## src/rtl/sfe_pkg.sv

```systemverilog
package sfe_pkg;
  localparam logic [1:0] SEL_CTRL = 2'd0;
  localparam logic [1:0] SEL_ADDR = 2'd1;
  localparam logic [1:0] SEL_DATA = 2'd2;

  typedef enum logic [1:0] {PH_OP, PH_ADDR, PH_DUMMY, PH_DATA} phase_e;

  // strobes from the sequencer to the byte datapath
  typedef struct packed {
    logic       startLoad;
    logic       sampleIn;
    logic       shiftBit;
    logic       loadNext;
    logic       storeRx;
    phase_e     nextPh;
    logic [1:0] nextIdx;
    logic [1:0] curIdx;
  } dpStrobe_t;

  function automatic logic [2:0] addrCount(input logic [2:0] code);
    return (code == 3'd0 || code == 3'd1 || code == 3'd6) ? 3'd0 : 3'd3;
  endfunction

  function automatic logic [2:0] dummyCount(input logic [2:0] code);
    case (code)
      3'd5:    return 3'd4;
      3'd7:    return 3'd1;
      default: return 3'd0;
    endcase
  endfunction

  function automatic logic [2:0] dataCount(input logic [2:0] code);
    case (code)
      3'd1, 3'd3:       return 3'd1;
      3'd4, 3'd5, 3'd7: return 3'd4;
      default:          return 3'd0;
    endcase
  endfunction
endpackage

```

## src/rtl/sfe_ctrl.sv

```systemverilog
module sfe_ctrl
  import sfe_pkg::*;
#(
  parameter int CLK_DIV = 4
) (
  input  logic       clk,
  input  logic       rstN,
  input  logic       ctrlWrReq,
  input  logic       startBit,
  input  logic       holdBit,
  input  logic [2:0] codeBits,
  output dpStrobe_t  sb,
  output logic       busy,
  output logic       csN,
  output logic       sclk,
  output logic       holdQ,
  output logic [2:0] codeQ
);
  localparam int HALF = CLK_DIV / 2;
  localparam int HCW  = (HALF > 1) ? $clog2(HALF) : 1;

  typedef enum logic [1:0] {ST_IDLE, ST_SETUP, ST_SHIFT, ST_HOLD} state_e;

  state_e     state;
  logic [HCW-1:0] halfCnt;
  logic [2:0] bitCnt;
  phase_e     ph;
  logic [1:0] idx;
  logic       contQ, csHeld, csNQ, sclkQ;
  logic       halfTick, ctrlWr, startAcc, byteEnd, hasNext;
  phase_e     nPh;
  logic [1:0] nIdx;
  logic [2:0] nAddr, nDum, nDat;

  assign halfTick = (halfCnt == HCW'(HALF - 1));
  assign ctrlWr   = ctrlWrReq && (state == ST_IDLE);
  assign startAcc = ctrlWr && startBit;
  assign byteEnd  = (state == ST_SHIFT) && halfTick && sclkQ && (bitCnt == 3'd7);

  always_comb begin
    nAddr   = addrCount(codeQ);
    nDum    = dummyCount(codeQ);
    nDat    = dataCount(codeQ);
    hasNext = 1'b0;
    nPh     = PH_OP;
    nIdx    = 2'd0;
    unique case (ph)
      PH_OP: begin
        if (!contQ) begin
          if (nAddr != 3'd0) begin hasNext = 1'b1; nPh = PH_ADDR; end
          else if (nDum != 3'd0) begin hasNext = 1'b1; nPh = PH_DUMMY; end
          else if (nDat != 3'd0) begin hasNext = 1'b1; nPh = PH_DATA; end
        end
      end
      PH_ADDR: begin
        if ({1'b0, idx} < nAddr - 3'd1) begin hasNext = 1'b1; nPh = PH_ADDR; nIdx = idx + 2'd1; end
        else if (nDum != 3'd0) begin hasNext = 1'b1; nPh = PH_DUMMY; end
        else if (nDat != 3'd0) begin hasNext = 1'b1; nPh = PH_DATA; end
      end
      PH_DUMMY: begin
        if ({1'b0, idx} < nDum - 3'd1) begin hasNext = 1'b1; nPh = PH_DUMMY; nIdx = idx + 2'd1; end
        else if (nDat != 3'd0) begin hasNext = 1'b1; nPh = PH_DATA; end
      end
      PH_DATA: begin
        if ({1'b0, idx} < nDat - 3'd1) begin hasNext = 1'b1; nPh = PH_DATA; nIdx = idx + 2'd1; end
      end
    endcase
  end

  always_ff @(posedge clk or negedge rstN) begin
    if (!rstN) begin
      state <= ST_IDLE; halfCnt <= '0; bitCnt <= '0; ph <= PH_OP; idx <= '0;
      codeQ <= '0; holdQ <= 1'b0; contQ <= 1'b0; csHeld <= 1'b0;
      csNQ <= 1'b1; sclkQ <= 1'b0;
    end else begin
      if (ctrlWr) begin
        codeQ <= codeBits;
        holdQ <= holdBit;
      end
      unique case (state)
        ST_IDLE: begin
          if (startAcc) begin
            state <= ST_SETUP; halfCnt <= '0; bitCnt <= '0;
            ph <= PH_OP; idx <= '0; contQ <= csHeld; csNQ <= 1'b0;
          end else if (ctrlWr && !holdBit) begin
            csNQ <= 1'b1; csHeld <= 1'b0;
          end
        end
        ST_SETUP: begin
          if (halfTick) begin
            halfCnt <= '0; sclkQ <= 1'b1; state <= ST_SHIFT;
          end else halfCnt <= halfCnt + 1'b1;
        end
        ST_SHIFT: begin
          if (halfTick) begin
            halfCnt <= '0;
            if (!sclkQ) sclkQ <= 1'b1;
            else begin
              sclkQ <= 1'b0;
              if (bitCnt == 3'd7) begin
                bitCnt <= '0;
                if (hasNext) begin ph <= nPh; idx <= nIdx; end
                else state <= ST_HOLD;
              end else bitCnt <= bitCnt + 3'd1;
            end
          end else halfCnt <= halfCnt + 1'b1;
        end
        ST_HOLD: begin
          if (halfTick) begin
            halfCnt <= '0; state <= ST_IDLE;
            csNQ <= ~holdQ; csHeld <= holdQ;
          end else halfCnt <= halfCnt + 1'b1;
        end
      endcase
    end
  end

  assign busy = (state != ST_IDLE);
  assign csN  = csNQ;
  assign sclk = sclkQ;

  assign sb.startLoad = startAcc;
  assign sb.sampleIn  = halfTick && ((state == ST_SETUP) || (state == ST_SHIFT && !sclkQ));
  assign sb.shiftBit  = (state == ST_SHIFT) && halfTick && sclkQ && (bitCnt != 3'd7);
  assign sb.loadNext  = byteEnd && hasNext;
  assign sb.storeRx   = byteEnd && (ph == PH_DATA);
  assign sb.nextPh    = nPh;
  assign sb.nextIdx   = nIdx;
  assign sb.curIdx    = idx;

  assert_sclk_low_idle_R3: assert property (@(posedge clk) disable iff (!rstN) !busy |-> !sclkQ);
  assert_cs_setup_R3: assert property (@(posedge clk) disable iff (!rstN) $rose(sclkQ) |-> $past(!csNQ));
  assert_cs_hold_R3: assert property (@(posedge clk) disable iff (!rstN) $rose(csNQ) |-> $past(!sclkQ));
  assert_held_cs_R8: assert property (@(posedge clk) disable iff (!rstN) ($fell(busy) && holdQ) |-> !csNQ);
endmodule

```

## src/rtl/sfe_datapath.sv

```systemverilog
module sfe_datapath
  import sfe_pkg::*;
(
  input  logic        clk,
  input  logic        rstN,
  input  logic        regWrEn,
  input  logic [1:0]  regSel,
  input  logic [31:0] regWrData,
  input  logic        busy,
  input  dpStrobe_t   sb,
  input  logic        miso,
  output logic        mosi,
  output logic [7:0]  opValue,
  output logic [23:0] addrQ,
  output logic [31:0] dataQ
);
  logic [7:0] shiftQ, rxQ, nextByte;
  logic [4:0] addrShift;

  assign addrShift = 5'd16 - {sb.nextIdx, 3'b000};

  always_comb begin
    unique case (sb.nextPh)
      PH_ADDR:  nextByte = addrQ[addrShift +: 8];
      PH_DATA:  nextByte = dataQ[{sb.nextIdx, 3'b000} +: 8];
      PH_DUMMY: nextByte = 8'h00;
      PH_OP:    nextByte = opValue;
    endcase
  end

  always_ff @(posedge clk or negedge rstN) begin
    if (!rstN) begin
      addrQ <= '0; dataQ <= '0; opValue <= '0; shiftQ <= '0; rxQ <= '0;
    end else begin
      if (regWrEn && !busy) begin
        if (regSel == SEL_ADDR) addrQ <= regWrData[23:0];
        if (regSel == SEL_DATA) dataQ <= regWrData;
        if (regSel == SEL_CTRL) opValue <= regWrData[7:0];
      end
      if (sb.startLoad)     shiftQ <= regWrData[7:0];
      else if (sb.loadNext) shiftQ <= nextByte;
      else if (sb.shiftBit) shiftQ <= {shiftQ[6:0], 1'b0};
      if (sb.sampleIn) rxQ <= {rxQ[6:0], miso};
      if (sb.storeRx)  dataQ[{sb.curIdx, 3'b000} +: 8] <= rxQ;
    end
  end

  assign mosi = shiftQ[7];

  assert_addr_frozen_R11: assert property (@(posedge clk) disable iff (!rstN)
    (busy && regWrEn && regSel == SEL_ADDR) |=> $stable(addrQ));
endmodule

```

## src/rtl/sflash_cmd_engine.sv

```systemverilog
module sflash_cmd_engine
  import sfe_pkg::*;
#(
  parameter int CLK_DIV = 4
) (
  input  logic        clk,
  input  logic        rstN,
  input  logic        regWrEn,
  input  logic [1:0]  regSel,
  input  logic [31:0] regWrData,
  output logic [31:0] ctrlStatus,
  output logic [31:0] addrValue,
  output logic [31:0] dataValue,
  output logic        spiSclk,
  output logic        spiCsN,
  output logic        spiMosi,
  input  logic        spiMiso
);
  dpStrobe_t   sb;
  logic        busy, holdQ;
  logic [2:0]  codeQ;
  logic [7:0]  opValue;
  logic [23:0] addrQ;

  sfe_ctrl #(.CLK_DIV(CLK_DIV)) ctrl_i (
    .clk(clk), .rstN(rstN),
    .ctrlWrReq(regWrEn && regSel == SEL_CTRL),
    .startBit(regWrData[31]), .holdBit(regWrData[12]), .codeBits(regWrData[10:8]),
    .sb(sb), .busy(busy), .csN(spiCsN), .sclk(spiSclk), .holdQ(holdQ), .codeQ(codeQ)
  );

  sfe_datapath dp_i (
    .clk(clk), .rstN(rstN), .regWrEn(regWrEn), .regSel(regSel), .regWrData(regWrData),
    .busy(busy), .sb(sb), .miso(spiMiso), .mosi(spiMosi),
    .opValue(opValue), .addrQ(addrQ), .dataQ(dataValue)
  );

  assign ctrlStatus = {busy, 18'b0, holdQ, 1'b0, codeQ, opValue};
  assign addrValue  = {8'b0, addrQ};

  assert_mosi_stable_R3: assert property (@(posedge clk) disable iff (!rstN) spiSclk |-> $stable(spiMosi));
endmodule

```

## config.mk

```make
export PLATFORM = sky130hd
export DESIGN_NAME = sflash_cmd_engine
export DESIGN_NICKNAME = d
export VERILOG_FILES = /design/src/rtl/sfe_pkg.sv /design/src/rtl/sfe_ctrl.sv /design/src/rtl/sfe_datapath.sv /design/src/rtl/sflash_cmd_engine.sv
export SDC_FILE = /design/constraint.sdc
export NUM_CORES = 1
export LEC_CHECK = 0
export CAP_MARGIN = 25
export CORE_UTILIZATION = 40
export CTS_CLUSTER_SIZE = 30
export DETAILED_ROUTE_END_ITERATION = 6
export GPL_TIMING_DRIVEN = 0
export PLACE_DENSITY = 0.66
export SKIP_LAST_GASP = 1
export SLEW_MARGIN = 20
export SYNTH_ARGS = -nofsm -noshare
export SYNTH_HDL_FRONTEND = slang
export SYNTH_HIERARCHICAL = 1
export SYNTH_SLANG_ARGS = --single-unit
```

## constraint.sdc

```tcl
create_clock -name clk -period 7.8 [get_ports clk]
set_clock_uncertainty 0.15 [all_clocks]
set_input_delay 0.78 -clock clk [delete_from_list [all_inputs] [get_ports clk]]
set_output_delay 0.78 -clock clk [all_outputs]
set_load 0.1 [all_outputs]
```

== Word level (Yosys, flattened, before mapping) ==
Cells that the tools add are included.

* $add $sub $neg: 8
* Magnitude comparators: 3
* Equality and inequality tests: 30
* Shifts and indexed selects: 4
* Multiplexer cells: 70
* Bitwise operators: 1
* Reductions and logical operators: 44

{| class="wikitable"
|+ Operator list
! cell !! count
|-
| $mux 32 || 3
|-
| $mux 2 || 27
|-
| $bwmux 32 || 1
|-
| $pmux 8 s4 || 1
|-
| $shift 8x7->32 const A || 1
|-
| $shiftx 32x6->8 || 1
|-
| $shiftx 8x7->32 || 1
|-
| $mux 8 || 3
|-
| $shiftx 24x6->8 || 1
|-
| $mux 1 || 18
|-
| $pmux 3 s2 || 3
|-
| $pmux 2 s4 || 2
|-
| $eq 3x3->1 const B || 5
|-
| $eq 2x2->1 const B || 7
|-
| $ne 2x1->1 const B || 7
|-
| $logic_and 1x1->1 || 13
|-
| $mux 3 || 4
|-
| $reduce_bool 3->1 || 4
|-
| $lt 2x3->1 || 3
|-
| $sub 3x1->3 const B || 3
|-
| $eq 2x1->1 const B || 4
|-
| $logic_not 2->1 || 4
|-
| $pmux 1 s2 || 4
|-
| $pmux 2 s2 || 2
|-
| 24 further kinds || 38
|}

* Register bits after elaboration: 98
* Input bits: 38
* Output and inout bits: 99
* Logic and storage cells: 176

== Longest topological paths before layout ==
Gate-level depths: netlist (run 1).

* Word-level depth: 14
* Depth in mapped cells: 16
* Mapped depth without buffers: 14

== Hierarchy ==
Netlist (run 1), hierarchy kept.

{| class="wikitable"
|+ By module, submodules not included
! module !! times used !! cells each !! area an instance (µm²) !! seq. area each (µm²)
|-
| sfe_datapath || 1 || 364 || 4385.5 || 2001.9
|-
| sfe_ctrl || 1 || 155 || 1380.1 || 451.7
|-
| sflash_cmd_engine || 1 || 31 || 234.0 || 0.0
|}

== Worst setup path before layout (run 1) ==
Ideal clock, no wire load.

* Path type: flip-flop to flip-flop
* From: register ctrl_i.codeQ[2]
* To: register dp_i.shiftQ[0]
* Library setup time: 0.141 ns
* Arrival: 3.602 ns
* Required time: 7.509 ns
* Slack: 3.907 ns
* Cell stages (with the launch flop): 14
* Buffers on the path: 1
* Clock period less this slack: 3.893 ns
* Cell sequence: dfrtp_1 -> o21ai_0 -> ha_1 -> nor2_1 -> ha_1 -> and4bb_2 -> o211ai_1 -> a221oi_4 -> or2_1 -> nor2_1 -> clkbuf_1 -> nand2b_1 -> a2111oi_2 -> a221oi_2

{| class="wikitable"
|+ RTL lines
! item !! RTL line !! text
|-
| start, declared || sfe_ctrl.sv:17 || <nowiki>output logic [2:0] codeQ</nowiki>
|-
| start signal, assigned || sfe_ctrl.sv:77 || <nowiki>codeQ <= codeBits;</nowiki>
|-
| end signal, assigned || sfe_datapath.sv:40 || <nowiki>if (sb.startLoad) shiftQ <= regWrData[7:0];</nowiki>
|-
| end signal, assigned || sfe_datapath.sv:41 || <nowiki>else if (sb.loadNext) shiftQ <= nextByte;</nowiki>
|-
| end signal, assigned || sfe_datapath.sv:42 || <nowiki>else if (sb.shiftBit) shiftQ <= {shiftQ[6:0], 1'b0};</nowiki>
|-
| end, declared || sfe_datapath.sv:17 || <nowiki>logic [7:0] shiftQ, rxQ, nextByte;</nowiki>
|}

==> results of run 1 <==
[worst register-to-register path, stage by stage (launching register included)]
cell      delay [ns]
dfrtp_1         0.47
or2b_1          0.28
ha_1            0.23
nor2_1          0.13
ha_1            0.25
and4bb_2        0.25
o211ai_1        0.36
a221oi_4        0.16
or2_1           0.26
nor2_1          0.11
clkbuf_1        0.34
buf_2           0.33
o221ai_1        0.20
a21oi_1         0.21
o31ai_1         0.09
[cell type report]
class	instances	area, µm²	share of cell area [%]
well taps	184	230	2.97
repair buffers	110	1120	14.4
multi-input cells	397	3070	39.5
inverters	16	60.1	0.774
flip-flops and latches	98	2450	31.6
clock inverters	7	85.1	1.10
plain buffers	65	517	6.66
clock buffers	9	225	2.90
[sequential cells by signal, summed over array words and instances, names as in the netlist, 2 cells and up]
register	flops
ctrl_i/bitCnt	3
ctrl_i/codeQ	3
dp_i/shiftQ	8
dp_i/addrQ	24
dp_i/rxQ	8
ctrl_i/idx	2
dp_i/opValue	8
ctrl_i/ph	2
dp_i/dataQ	32
ctrl_i/state	2
[final timing paths]
path,cells after the start,slack (ns),end
hold / removal,1,0.21,dp_i/addrQ[4]
setup reg to reg,14,3.85,dp_i/shiftQ[5]
min in group clk,2,0.34,ctrl_i/csN
setup / recovery,14,3.85,dp_i/shiftQ[5]
max in group asynchronous,2,6.63,ctrl_i/csN
hold reg to reg,2,0.34,ctrl_i/csN
[logic make-up after synthesis]
kind of cell,count (synthesis)
simple gates,131
flops,98
fa+ha+maj,16
xor+xnor,1
buf+inv,81
mux,100
other cells,1
compound gates,122
[through the flow]
step / utilization [%] / std cells / worst slack [ns] / hold slack (ns) / instance area, µm²
4_1_cts: 53.2 / 886 / 3.87 / 0.228 / 7760
3_3_place_gp: 50.8 / 869 / 2.15 / 0.329 / 7420
6_report: 53.2 / 886 / 3.85 / 0.215 / 7760
2_1_floorplan: - / 576 / 3.91 / 0.320 / 6100
5_1_grt: 53.2 / 886 / 3.61 / 0.248 / 7760
3_5_place_dp: 51.0 / 870 / 3.92 / 0.322 / 7450
[synthesized netlist by cell type (all sizes together) (11+ instances only)]
master	n
mux2	44
nand3b	12
ha	16
clkbuf	13
buf	52
nand2	34
nor2	36
mux2i	56
a21oi	25
dfrtp	97
o21ai	30
inv	16
o2bb2ai	11
[layer usage]
metal / wire [µm] / track usage, % / up-vias
li1: - / - / 2238
met1: 7600 / 30.2 / 2339
met2: 7920 / 35.7 / 196
met3: 899 / 3.87 / 38
met4: 513 / 8.50 / 0
met5: 0 / 0 / -
[cell usage in the layout (no fill, tap or decap), types with 3 or more instances in the layout]
master	count
inv_1	16
ha_1	16
buf_2	8
nor3b_1	8
nand3_1	7
buf_12	6
o22ai_1	7
mux2_2	23
buf_4	31
and2_2	4
nand2b_1	4
conb_1	27
clkbuf_1	13
mux2i_1	56
o211ai_1	7
o21ai_1	14
nor2_1	36
buf_6	6
dfrtp_1	97
a221o_1	3
o221ai_1	8
o21ai_0	16
a21oi_1	25
o31ai_1	7
clkbuf_16	9
o2bb2ai_1	11
nor3_1	3
nand2_1	34
nand3b_1	11
mux2_4	21
a32o_1	3
clkdlybuf4s50_1	108
==> impl_metrics.tcl, run 1 <==
set metrics [dict create \
    cts.path.max_buffers 2 \
    antenna_found_initial 0 \
    cpPeakStageDelay_ns 0.47 \
    synth-seq-area-share_pct 40.9 \
    synthFlopType "dfrtp_1" \
    gp_congestion 0.865 \
    avgRoutedWirePerCell_um 19.1 \
    final-max-slew-violation-count 0 \
    die_h_um 124 \
    avgViaCountPerCell 5.43 \
    synthMuxAreaShare_pct 18.9 \
    clk_latency_ns 0.35 \
    grt_pass1_vias 4739 \
    area_growth_pct 29.3 \
    finalWirelength_um 16900 \
    path_cells "or2b_1 > ha_1 > nor2_1 > ha_1 > and4bb_2 > o211ai_1 > a221oi_4 > or2_1 > nor2_1 > clkbuf_1 > buf_2 > o221ai_1 > a21oi_1 > o31ai_1" \
    drive_gt1_share_pct 19.1 \
    start_kind "flop" \
    fmax_mhz 253 \
    cts.clk_slew.worst_paths_ns 0.07 \
    initial_core_util_pct 41.1 \
    grt_max_degree 53 \
    yosys.area.top_type_share_pct 40.5 \
    setup_viol 0 \
    dr.first_iter.drc_count 323 \
    synth_edf_count 0 \
    die_area_mm2 0.0155 \
    row_count 44 \
    fin_setup_tns_ns 0 \
    synth_fa_ha_area_share_pct 3.34 \
    crit_path_max_fanout 10 \
    async_reset_ff_share_pct 100 \
    antenna_left 0 \
    clock-sinks 98 \
    vias 4811 \
    rsz0062_at_grt "no" \
    maxSlewHeadroom_pct 30.8 \
    core_mm2 0.0146 \
    critPathRequiredTime_ns 7.86 \
    synth_top_family_by_area "multiplexers" \
    synth_cells 550 \
    grt-ovfl-total 0 \
    post_cts_buffers 0 \
    ctsHoldBuffers 0 \
    num_io_pins 137 \
    diodes 0 \
    htreeDepth 3 \
    synth-xor-area-share_pct 0.146 \
    hold_viol_final 0 \
    die_x_um 124 \
    reg2reg_from "ctrl_i/codeQ[0]" \
    drc 0 \
    io_buffer_count 109 \
    cts_buffers 9 \
    crit_start "ctrl_i/codeQ[0]" \
    fin_nets 751 \
    cp-end-kind "flop" \
    drv_cap 0 \
    min_period_ns 3.95 \
    ys_warn_count 6 \
    synth_area_leader_cell "dfrtp_1" \
    cpMaxStageDelayCell "dfrtp_1" \
    worst-path-buf-inv 2 \
    post-route-period-util_pct 50.7 \
    ys_ff_latch 98 \
    postSynthAreaPerCell_um2 10.9 \
    crit_family "simple AND/OR/NAND/NOR gates" \
    outcome "finished, final reports clean" \
    synth_simple_gate_area_share_pct 12.4 \
    synth.distinct_cells 69 \
    fillers 1276 \
    cts_resized 0 \
    synthesis.area_mm2 0.00600 \
    path_class "flop to flop" \
    synth.area.top_cells "dfrtp_1, mux2i_1, mux2_4, mux2_2, buf_4" \
    cts_tree "yes" \
    hold_class "primary input to async pin" \
    hpwl_um 13100 \
    worst_pin_slew_ns 1.03 \
    arrival_ns 4.02 \
    track_usage_pct 22.4 \
    first_pass_iters 5 \
    cts-root-buf "clkbuf_16" \
    synth_compound_area_share_pct 14.6 \
    grt_pass1_wl_um 27000 \
]
Power of run 1 is left out: the tool's default activity adds up to more than one toggle a clock period on the data nets, which glitch-free logic cannot reach.
==> inputs of run 2 (changes only) <==
Settings changed: PLACE_DENSITY 0.66 to 0.69.
Clock period 7.8 ns to 3.6 ns, I/O delays scaled along.
==> run 2 against run 1 <==
  * Clock-buffer cell count is 2 higher
  * Critical path type unchanged
  * Die area unchanged
  * Register-to-register slack got worse by 3.7 ns
==> impl_metrics.tcl, run 2 (synthesized netlist as in run 1, its figures left out) <==
set metrics [dict create \
    cp-end-kind "flop" \
    antenna_found_initial 0 \
    outcome "finished, final reports clean" \
    start_kind "flop" \
    rsz0062_at_grt "yes" \
    critPathRequiredTime_ns 3.71 \
    reg_top3 "dp_i/dataQ (32), dp_i/addrQ (24)" \
    final_area_mm2 0.00790 \
    layout_common_cells "clkdlybuf4s50_1, dfrtp_1, mux2i_1" \
    cts.clk_slew.worst_paths_ns 0.07 \
    regArea_mm2 0.00246 \
    setup_slack_ns 0.108 \
    min_period_ns 3.49 \
    avgViaCountPerCell 5.50 \
    cts.path.max_buffers 2 \
    top_register "dp_i/dataQ" \
    multi_input_area_mm2 0.00312 \
    die_h_um 124 \
    dr.first_iter.drc_count 367 \
    initial_core_util_pct 41.1 \
    vias 4942 \
    first_pass_iters 5 \
    grt_pass1_wl_um 27100 \
    drc 0 \
    diodes 0 \
    grt_pass1_vias 4753 \
    whs_ns 0.272 \
    pre_cts_slack_ns -0.263 \
    num_io_pins 137 \
    final-max-slew-violation-count 0 \
    core_mm2 0.0146 \
    grt-ovfl-total 0 \
    antenna_left 0 \
    avgRoutedWirePerCell_um 19.3 \
    grt_max_degree 77 \
    mostFrequentLayoutCell "clkdlybuf4s50_1" \
    hpwl_um 13000 \
    maxSlewHeadroom_pct 31.5 \
    grtUsageMet1_pct 30.3 \
    setup_viol 0 \
    path_class "flop to flop" \
    gp_congestion 0.882 \
    met3_usage_pct 4.04 \
    drive_gt1_share_pct 22.1 \
    drv_cap 0 \
    crit_path_max_fanout 8 \
    cts-root-buf "clkbuf_16" \
    worst_pin_slew_ns 1.03 \
    cts_tree "yes" \
    row_count 44 \
    fin_nets 763 \
    arrival_ns 3.60 \
    largest_reg_flops 32 \
    die_x_um 124 \
    grt_use_met2_pct 35.4 \
    hold_viol_final 0 \
    placed_area_mm2 0.00745 \
    htreeDepth 3 \
    die_area_mm2 0.0155 \
    fmax_mhz 286 \
    hold_class "primary input to async pin" \
    top_usage_layer "met2" \
    fillers 1258 \
    clk_latency_ns 0.36 \
    clock-sinks 98 \
    cts_buffers 9 \
    finalWirelength_um 17300 \
    io_buffer_count 109 \
    area_growth_pct 31.6 \
    track_usage_pct 22.5 \
    post-route-period-util_pct 97.0 \
]
## run 2: cell types whose count changed in the layout (fill, tap and decap cells not counted), sizes merged
cell,previous run,this run
buf,54,62
bufinv,1,0
clkbuf,22,27
dlygate4sd3,0,1
inv,19,18
## run 2: final cells by class
type                    instances  share of cell area (%)
multi-input cells             397                    39.5
repair buffers                122                    15.3
inverters                      16                   0.761
flip-flops and latches         98                    31.1
well taps                     184                    2.92
plain buffers                  65                    6.69
clock inverters                 5                   0.555
clock buffers                  11                    3.20
## run 2: final timing paths
path / slack, ns / start / depth (start not counted) / endpoint
max: 0.11 / ctrl_i/codeQ[0] / 16 / dp_i/shiftQ[7]
min: 0.27 / rstN / 2 / dp_i/addrQ[4]
max reg2reg: 0.11 / ctrl_i/codeQ[0] / 16 / dp_i/shiftQ[7]
min reg2reg: 0.36 / ctrl_i/csN / 2 / ctrl_i/csN
max in group asynchronous: 2.35 / rstN / 3 / ctrl_i/csN
min in group clk: 0.36 / ctrl_i/csN / 2 / ctrl_i/csN
## run 2: through the flow
stage               std cells  utilization, %  setup TNS (ns)
floorplan                 576               -               0
global placement          869            50.9         -157.93
detailed placement        870            51.1          -0.960
CTS                       888            53.3               0
global route              898            54.1          -0.274
finish                    898            54.1               0
## run 2: critical path, stage by stage, from the launching register on
cell and delay, ns:
dfrtp_2 0.45, or2b_1 0.19, ha_2 0.21, nor2_1 0.05
ha_1 0.28, and4bb_2 0.25, o211ai_1 0.09, buf_4 0.19
a221oi_4 0.36, or2_1 0.17, nor2_1 0.05, clkbuf_4 0.18
or2_1 0.23, buf_2 0.18, nor3b_1 0.21, a21oi_1 0.06
o31ai_1 0.09
## run 2: timing repair
item	CTS	global route
cloned	0	0
resized for setup	2	17
buffers inserted	1	9
endpoints found under the hold margin	22	0
hold buffers	1	0
endpoints found under the setup margin	8	8
pin swaps	1	5
## run 2: layer usage
metal | vias up | part of all wire [%]
met3 | 35 | 5.7
met1 | 2442 | 45
met2 | 209 | 46
met5 | - | 0
met4 | 0 | 3.4
li1 | 2256 | -
Power of run 2 is left out for the same reason.
